[src/rtl/cag_pkg.sv]
package cag_pkg;
  typedef enum logic [1:0] {
    RC_INDEX  = 2'd0,
    RC_MODIFY = 2'd1,
    RC_LENGTH = 2'd2,
    RC_NONE   = 2'd3
  } reg_class_e;
endpackage

[src/rtl/cag_regfile.sv]
module cag_regfile
  import cag_pkg::*;
#(
  parameter int AW   = 14,
  parameter int NPTR = 4,
  localparam int SW  = $clog2(NPTR)
) (
  input  logic                     clk,
  input  logic                     rst,
  input  logic                     wr_en,
  input  reg_class_e               wr_class,
  input  logic [SW-1:0]            wr_num,
  input  logic [AW-1:0]            wr_data,
  input  reg_class_e               rd_class,
  input  logic [SW-1:0]            rd_num,
  output logic [AW-1:0]            rd_data,
  input  logic                     upd_en,
  input  logic [SW-1:0]            upd_num,
  input  logic [AW-1:0]            upd_data,
  output logic [NPTR-1:0][AW-1:0]  idx_q,
  output logic [NPTR-1:0][AW-1:0]  mod_q,
  output logic [NPTR-1:0][AW-1:0]  len_q
);
  for (genvar g = 0; g < NPTR; g++) begin : g_ptr
    logic hit_i, hit_m, hit_l;
    assign hit_i = wr_en && (wr_class == RC_INDEX)  && (wr_num == SW'(g));
    assign hit_m = wr_en && (wr_class == RC_MODIFY) && (wr_num == SW'(g));
    assign hit_l = wr_en && (wr_class == RC_LENGTH) && (wr_num == SW'(g));

    // index: a register write outranks the post-step
    always_ff @(posedge clk) begin
      if (rst)                               idx_q[g] <= '0;
      else if (hit_i)                        idx_q[g] <= wr_data;
      else if (upd_en && upd_num == SW'(g))  idx_q[g] <= upd_data;
    end

    always_ff @(posedge clk) begin
      if (rst) begin
        mod_q[g] <= '0;
        len_q[g] <= '0;
      end else begin
        if (hit_m) mod_q[g] <= wr_data;
        if (hit_l) len_q[g] <= wr_data;
      end
    end
  end

  always_ff @(posedge clk) begin
    if (rst) rd_data <= '0;
    else begin
      unique case (rd_class)
        RC_INDEX:  rd_data <= idx_q[rd_num];
        RC_MODIFY: rd_data <= mod_q[rd_num];
        RC_LENGTH: rd_data <= len_q[rd_num];
        default:   rd_data <= '0;
      endcase
    end
  end
endmodule

[src/rtl/cag_modulo.sv]
module cag_modulo #(
  parameter int AW = 14
) (
  input  logic [AW-1:0] idx,
  input  logic [AW-1:0] step,
  input  logic [AW-1:0] len,
  output logic [AW-1:0] nxt
);
  logic [AW-1:0] mask;
  logic [AW-1:0] sum;

  // With L a power of two, base is a multiple of L, so the offset
  // (I - base + M) mod L equals the low bits of I + M.
  always_comb begin
    mask = len - AW'(1);
    sum  = idx + step;
    if (len == '0) nxt = sum;
    else           nxt = (idx & ~mask) | (sum & mask);
  end
endmodule

[src/rtl/cag_bitrev.sv]
module cag_bitrev #(
  parameter int AW = 14
) (
  input  logic [AW-1:0] din,
  output logic [AW-1:0] dout
);
  for (genvar k = 0; k < AW; k++) begin : g_bit
    assign dout[k] = din[AW-1-k];
  end
endmodule

[src/rtl/circ_addr_gen.sv]
module circ_addr_gen
  import cag_pkg::*;
#(
  parameter int AW   = 14,
  parameter int NPTR = 4,
  localparam int SW  = $clog2(NPTR),
  localparam int RAW = SW + 2
) (
  input  logic           clk,
  input  logic           rst,
  input  logic           reg_we,
  input  logic [RAW-1:0] reg_addr,
  input  logic [AW-1:0]  reg_wdata,
  output logic [AW-1:0]  reg_rdata,
  input  logic           acc_en,
  input  logic           mod_en,
  input  logic [SW-1:0]  idx_sel,
  input  logic [SW-1:0]  mod_sel,
  input  logic           bitrev_en,
  output logic [AW-1:0]  addr_out,
  output logic           addr_valid
);
  reg_class_e              rclass;
  logic [NPTR-1:0][AW-1:0] idx_q, mod_q, len_q;
  logic [AW-1:0]           cur_idx, nxt_idx, rev_idx, cur_len;
  logic                    upd_en;

  assign rclass  = reg_class_e'(reg_addr[RAW-1:SW]);
  assign upd_en  = acc_en || mod_en;
  assign cur_idx = idx_q[idx_sel];
  assign cur_len = len_q[idx_sel];

  cag_regfile #(.AW(AW), .NPTR(NPTR)) u_regs (
    .clk      (clk),
    .rst      (rst),
    .wr_en    (reg_we),
    .wr_class (rclass),
    .wr_num   (reg_addr[SW-1:0]),
    .wr_data  (reg_wdata),
    .rd_class (rclass),
    .rd_num   (reg_addr[SW-1:0]),
    .rd_data  (reg_rdata),
    .upd_en   (upd_en),
    .upd_num  (idx_sel),
    .upd_data (nxt_idx),
    .idx_q    (idx_q),
    .mod_q    (mod_q),
    .len_q    (len_q)
  );

  cag_modulo #(.AW(AW)) u_mod (
    .idx  (cur_idx),
    .step (mod_q[mod_sel]),
    .len  (cur_len),
    .nxt  (nxt_idx)
  );

  cag_bitrev #(.AW(AW)) u_rev (
    .din  (cur_idx),
    .dout (rev_idx)
  );

  always_ff @(posedge clk) begin
    if (rst) begin
      addr_out   <= '0;
      addr_valid <= 1'b0;
    end else begin
      addr_valid <= acc_en;
      if (acc_en) addr_out <= bitrev_en ? rev_idx : cur_idx;
    end
  end

  // ---------------- assertions ----------------
  logic idx_written;
  logic len_pow2;
  assign idx_written = reg_we && (rclass == RC_INDEX) && (reg_addr[SW-1:0] == idx_sel);
  assign len_pow2    = (cur_len != '0) && ((cur_len & (cur_len - AW'(1))) == '0);

  p_valid_after_acc_r3: assert property (@(posedge clk) disable iff (rst)
    acc_en |=> addr_valid);

  p_valid_low_r6: assert property (@(posedge clk) disable iff (rst)
    !acc_en |=> !addr_valid);

  p_addr_hold_r6: assert property (@(posedge clk) disable iff (rst)
    (mod_en && !acc_en) |=> $stable(addr_out));

  // after a plain access, the stepped index stays in the issued address's buffer
  p_in_buffer_r4: assert property (@(posedge clk) disable iff (rst)
    (acc_en && !bitrev_en && !idx_written && len_pow2) |=>
      ((idx_q[$past(idx_sel)] & ~($past(cur_len) - AW'(1))) ==
       (addr_out & ~($past(cur_len) - AW'(1)))));

  p_write_wins_r8: assert property (@(posedge clk) disable iff (rst)
    (idx_written && upd_en) |=> (idx_q[$past(idx_sel)] == $past(reg_wdata)));
endmodule

[config.mk]
export PLATFORM = sky130hd
export DESIGN_NAME = circ_addr_gen
export DESIGN_NICKNAME = d
export VERILOG_FILES = /design/src/rtl/cag_pkg.sv /design/src/rtl/cag_regfile.sv /design/src/rtl/cag_modulo.sv /design/src/rtl/cag_bitrev.sv /design/src/rtl/circ_addr_gen.sv
export SDC_FILE = /design/constraint.sdc
export NUM_CORES = 1
export LEC_CHECK = 0
export BUFFER_PORTS_ARGS = -buffer_cell sky130_fd_sc_hd__buf_2
export CAP_MARGIN = 20
export CORE_MARGIN = 5
export CORE_UTILIZATION = 30
export CTS_BUF_LIST = sky130_fd_sc_hd__clkbuf_8
export DETAILED_ROUTE_END_ITERATION = 10
export GPL_TIMING_DRIVEN = 0
export PLACE_DENSITY = 0.5
export SETUP_SLACK_MARGIN = 0.4
export SYNTH_ARGS = -nofsm -noshare
export SYNTH_HDL_FRONTEND = slang
export SYNTH_HIERARCHICAL = 1
export SYNTH_SLANG_ARGS = --single-unit
[constraint.sdc]
create_clock -name clk -period 5.7 [get_ports clk]
set_input_delay 1.425 -clock clk [delete_from_list [all_inputs] [get_ports clk]]
set_output_delay 1.425 -clock clk [all_outputs]
set_load 0.01 [all_outputs]
== After elaboration in Yosys (flattened, before gate mapping) ==
Index checks and enable logic that the tools add are counted.
Widths: inputs -> output; s select.

* Flip-flop bits (word level): 197
* Input port bits: 28
* Output and inout port bits: 29
* Word-level logic and storage cells: 83

* $add $sub $neg: 2
* Magnitude comparators: 3
* Eq/ne operators: 8
* Mux-type cells: 23
* Bitwise logic cells: 4
* Reductions and logical operators: 28

{| class="wikitable"
|+ Operators by type and width
! cell !! number
|-
| $mux 14 || 16
|-
| $bmux 14 s2 || 6
|-
| $pmux 14 s3 || 1
|-
| $and 14x14->14 || 2
|-
| $logic_and 1x1->1 || 19
|-
| $add 14x14->14 || 1
|-
| $logic_not 14->1 || 1
|-
| $not 14->14 || 1
|-
| $or 14x14->14 || 1
|-
| $sub 14x1->14 const B || 1
|-
| $eq 2x2->1 const B || 5
|-
| $lt 2x3->1 const B || 3
|-
| $reduce_bool 2->1 || 4
|-
| $eq 2x1->1 const B || 3
|-
| $logic_not 2->1 || 3
|-
| $logic_or 1x1->1 || 1
|}

== Longest topological paths before layout ==
* Depth in word-level cells: 9
* Mapped depth: 14
* Depth with buffers taken out: 11

== Hierarchy ==
Netlist, hierarchy kept.

{| class="wikitable"
|+ By module, submodules not included
! module !! times used !! cells each !! area each (um2) !! seq. area each (um2)
|-
| cag_regfile || 1 || 969 || 8,590.7 || 3,643.5
|-
| circ_addr_gen || 1 || 116 || 1,697.9 || 300.3
|-
| cag_modulo || 1 || 148 || 1,089.8 || 0.0
|-
| cag_bitrev || 1 || 14 || 105.1 || 0.0
|}

== Least setup slack after synthesis ==
No wires, ideal clock.

* Path kind: input -> register
* Start point: in mod_sel[0]
* End point: reg u_regs/idx_q[11] (netlist name)
* Setup time: 0.138 ns
* Arrival: 4.221 ns
* Path slack: 1.341 ns
* Stages on the path: 12
* Path buffers: 2
* Path through: buf_2 buf_2 mux4_2 ha_1 a21o_1 a22o_1 a2111oi_2 o21bai_1 xor2_1 mux2_2 mux2i_1 a211oi_1

* Cells in the longest elaborated chain, start to end: 8

{| class="wikitable"
|+ RTL lines
! what !! RTL line !! source
|-
| from (decl) || circ_addr_gen.sv:18 || <nowiki>input logic [SW-1:0] mod_sel,</nowiki>
|-
| $bmux 14 s2 * || circ_addr_gen.sv:53 || <nowiki>.step (mod_q[mod_sel]),</nowiki>
|-
| $mux 14 (implied by the code) * || circ_addr_gen.sv:53 ||
|-
| $add 14x14->14 * || cag_modulo.sv:16 || <nowiki>sum = idx + step;</nowiki>
|-
| $and 14x14->14 || cag_modulo.sv:18 || <nowiki>else nxt = (idx & ~mask) | (sum & mask);</nowiki>
|-
| $or 14x14->14 || cag_modulo.sv:18 ||
|-
| $mux 14 * || cag_modulo.sv:17 || <nowiki>if (len == '0) nxt = sum;</nowiki>
|-
| named net nxt_idx[11] || circ_addr_gen.sv:25 || <nowiki>logic [AW-1:0] cur_idx, nxt_idx, rev_idx, cur_len;</nowiki>
|-
| $mux 14 * || cag_regfile.sv:34 || <nowiki>else if (upd_en && upd_num == SW'(g)) idx_q[g] <= upd_data;</nowiki>
|-
| $mux 14 * || cag_regfile.sv:33 || <nowiki>else if (hit_i) idx_q[g] <= wr_data;</nowiki>
|-
| to (signal, indexed assignment) || cag_regfile.sv:33 ||
|-
| to (signal, indexed assignment) || cag_regfile.sv:34 ||
|-
| to (decl) || cag_regfile.sv:20 || <nowiki>output logic [NPTR-1:0][AW-1:0] idx_q,</nowiki>
|}

The timed path passes the listed nets; every way through them passes the cells marked *. The select of a mux whose other input is x is not followed.
A chain may end at the register's enable or synchronous reset.

== Worst setup path after layout ==
* Start point: in idx_sel[0]
* End point: reg u_regs/idx_q[12] (netlist name)

* Elaborated cells on any way between the ends: 17
* Classes of those cells: add/sub: 2; mux: 7; bitwise: 4; reduce/logical: 4

{| class="wikitable"
|+ RTL lines
! what !! RTL line !! source
|-
| from (decl) || circ_addr_gen.sv:17 || <nowiki>input logic [SW-1:0] idx_sel,</nowiki>
|-
| $bmux 14 s2 * || circ_addr_gen.sv:30 || <nowiki>assign cur_idx = idx_q[idx_sel];</nowiki>
|-
| $mux 14 (implied by the code) * || circ_addr_gen.sv:30 ||
|-
| named net cur_idx[0] || circ_addr_gen.sv:25 ||
|-
| $add 14x14->14 * || cag_modulo.sv:16 ||
|-
| $and 14x14->14 || cag_modulo.sv:18 ||
|-
| $or 14x14->14 || cag_modulo.sv:18 ||
|-
| $mux 14 * || cag_modulo.sv:17 ||
|-
| named net nxt_idx[12] || circ_addr_gen.sv:25 ||
|-
| $mux 14 * || cag_regfile.sv:34 ||
|-
| $mux 14 * || cag_regfile.sv:33 ||
|}

Marks and branches as above.

==> results.md <==
- Top cell type's share of synthesized area: 0.343
- IO Count: 57
- Cell Area, Synth: 11500 um^2
- Yosys warns: 6
- Post-CTS setup buffer count: 0
- Antenna fix cells: 0
- CTS H-tree depth: 4
- Drt first pass iters: 5
- Post-CTS sizing: 0
- RSZ-0062 raised after global routing: no
- F_max: 210 MHz
- Crit Path Max Fanout: 10
- All-Layer GR Usage: 0.217
- #FFs+latches synth: 197
- Starting density of the core: 0.304
- Area of placed instances: 12400 um^2
- Post-DRT Antenna Nets: 0
- CP required: 6.04 ns
- Synthesis-to-finish area growth: 11.6%
- Crit path DAT: 5.10 ns
- WL per Instance: between 20 and 30 um
- IR Drop Worst-Case VDD: roughly 0.14 mV
- Seq/Total Area, Yosys: 0.343
- Initial antenna violation count: 0
- Residual DRC: 0
- Vias/cell: ~5.8
- Period Utilization, post-route: 0.835
- DIE HEIGHT: ~210 um
- Share of layout cells above drive strength 1: 0.191
- GPL Wtd Cong: 0.922
- Post-synth EDFFs: 0
- Rows: 71
- Final net count: 1363
- Port Buffer Count: 53
- Total number of vias: 10700
- Sinks on Clock Net: 197
- Clock latency on the worst-skew pair: 0.50 ns
- Min Hold Slack: 0.488 ns
- Sequential cell area: just under 4000 um^2
- Leakage power: approximately 4.7 nW
- Post-Place Cells: 1811
- Clock-pin slew on the worst setup and hold paths: roughly 0.11 ns
- Placeable core area: 37800 um^2
- Crit end category: flip-flop
- Yosys cell types: 54
- Setup violations, final: 0
- Multi-input logic area: a little under 7000 um^2
- Cell taking the most area after synthesis: dfxtp_1
- DP HPWL: 34500 um
- Fin cells: 1843
- Cell count after synthesis: 1247
- Final hold vios: 0
- CTS max path bufs: 2
- First-pass GRT wire length: roughly 68000 um
- Slew HR: 0.299
- Predominant post-synthesis flop cell: dfxtp_1
- Outcome: finished clean
- Slew Viols, Final: 0
- Setup_tns: 0 ns
- Largest net degree at the start of global routing: 22
- Power Density: 222 nW/um^2
- Hold buffers post-CTS: 0
- Synth Area per Inst: 9.21 um^2
- Drt initial violations: 1153
- Final WL: 46200 um
- Final-layout fill cell count: ~3900
- Setup CP Type: in -> reg
- FFs w/ async S/R, synth: 0
- Grt total ovfl: 0
- Synthesized Nets: 1291
- Post-route cell area: 12800 um^2
- Least-Margin Pin Slew: around 1.1 ns
- Synth area leaders: dfxtp_1 34%, mux4_2 8.8%, mux2i_1 6.1%, a21oi_1 5.8%, a211oi_1 5.6%
- Horiz. Die Dim: about 210 um
- Clock buffer count from CTS: 17
- Clk_skew: 0.0378 ns
- Die ar.: 42300 um^2
- Worst min-delay path category: reg -> reg
- TritonCTS clock tree: yes
- Startpoint types: input port
- Vias in the first global route: 10200
- Root buffer cell: clkbuf_8
- Tmin final: 4.76 ns
- # Max-Cap Violations: 0
[critical path, stage by stage]
cell and delay, ns:
buf_2 0.16, buf_6 0.21, mux4_1 0.76, ha_1 0.32, fa_1 0.44, a211oi_1 0.39
o21ai_1 0.17, a31oi_1 0.29, o31ai_1 0.15, xor2_1 0.17, mux2_2 0.34, mux2i_1 0.17
a211oi_1 0.09
[cell usage after synthesis (6+ instances only)]
cell,instances
dfxtp_1,197
a21oi_1,132
o21ai_0,126
nand3_1,118
a211oi_1,86
clkbuf_1,71
mux2i_1,70
nor3_1,59
buf_2,49
mux4_2,45
mux2_2,42
nand2_1,31
nor2_1,28
buf_4,19
nor2b_1,18
ha_1,15
o31ai_1,15
mux4_1,13
o22ai_1,12
xnor2_1,10
a21o_1,9
xor2_1,9
a31o_1,7
nand2b_1,7
o21ai_1,6
[layer usage]
layer	vias up	routed length [um]	GRT usage
li1	4863	-	-
met1	5180	19700	0.293
met2	565	20600	0.338
met3	96	3720	0.0444
met4	0	2170	0.0921
met5	-	0	0
[power by group]
| group | internal, mW | switching [mW] |
|---|---|---|
| sequential | 1.41 | 0.0206 |
| clock | 0.336 | 0.614 |
| combinational | 0.147 | 0.315 |
| total | 1.89 | 0.949 |
[final cells by class]
cell class / instances / area share
plain buffers: 146 / 0.0556
clock buffers: 17 / 0.0183
clock inverters: 15 / 0.0147
inverters: 4 / 0.00117
multi-input cells: 900 / 0.532
flip-flops and latches: 197 / 0.308
well taps: 511 / 0.0499
repair buffers: 53 / 0.0207
[worst paths after layout]
check             cells after the start               end  slack [ns]              from
hold reg to reg                       2       addr_out[1]        0.49       addr_out[1]
setup reg to reg                     11  u_regs/idx_q[12]        1.96  u_regs/idx_q[14]
setup / recovery                     13  u_regs/idx_q[12]        0.94        idx_sel[0]
hold / removal                        2       addr_out[1]        0.49       addr_out[1]
[per-stage QoR]
stage	power, mW	utilization	setup slack, ns
2_1_floorplan	1.74	-	1.34
3_3_place_gp	1.91	0.328	0.541
3_5_place_dp	1.91	0.328	0.548
4_1_cts	2.86	0.339	1.07
5_1_grt	2.95	0.339	0.784
6_report	2.84	0.339	0.938
[cell families after synthesis]
family,synth area share
fa+ha+maj,0.0181
flops,0.343
buf+inv,0.0633
xor+xnor,0.0145
compound gates,0.208
simple gates,0.130
mux,0.222
[state kept, by name, indices dropped and copies added, names as in the netlist]
register and count:
u_regs/len_q 56, addr_out 14, addr_valid 1, u_regs/idx_q 56, u_regs/rd_data 14, u_regs/mod_q 56
[cell usage in the layout, fill, tap and decap left out, types with 3 or more instances in the layout]
cell type	count
a211oi_1	86
a21o_1	9
a21oi_1	132
a31o_1	7
a31oi_1	4
and3_1	4
buf_1	4
buf_2	102
buf_4	19
clkbuf_1	71
clkbuf_8	17
clkinv_8	8
dfxtp_1	197
ha_1	15
inv_1	4
mux2_2	42
mux2i_1	70
mux4_1	13
mux4_2	45
nand2_1	31
nand2b_1	7
nand3_1	118
nand3b_1	3
nor2_1	28
nor2b_1	18
nor3_1	59
o21ai_0	126
o21ai_1	6
o21bai_1	4
o22ai_1	12
o31ai_1	15
or2_2	3
xnor2_1	10
xor2_1	9
Note: power is estimated with default switching activity, not from simulation.
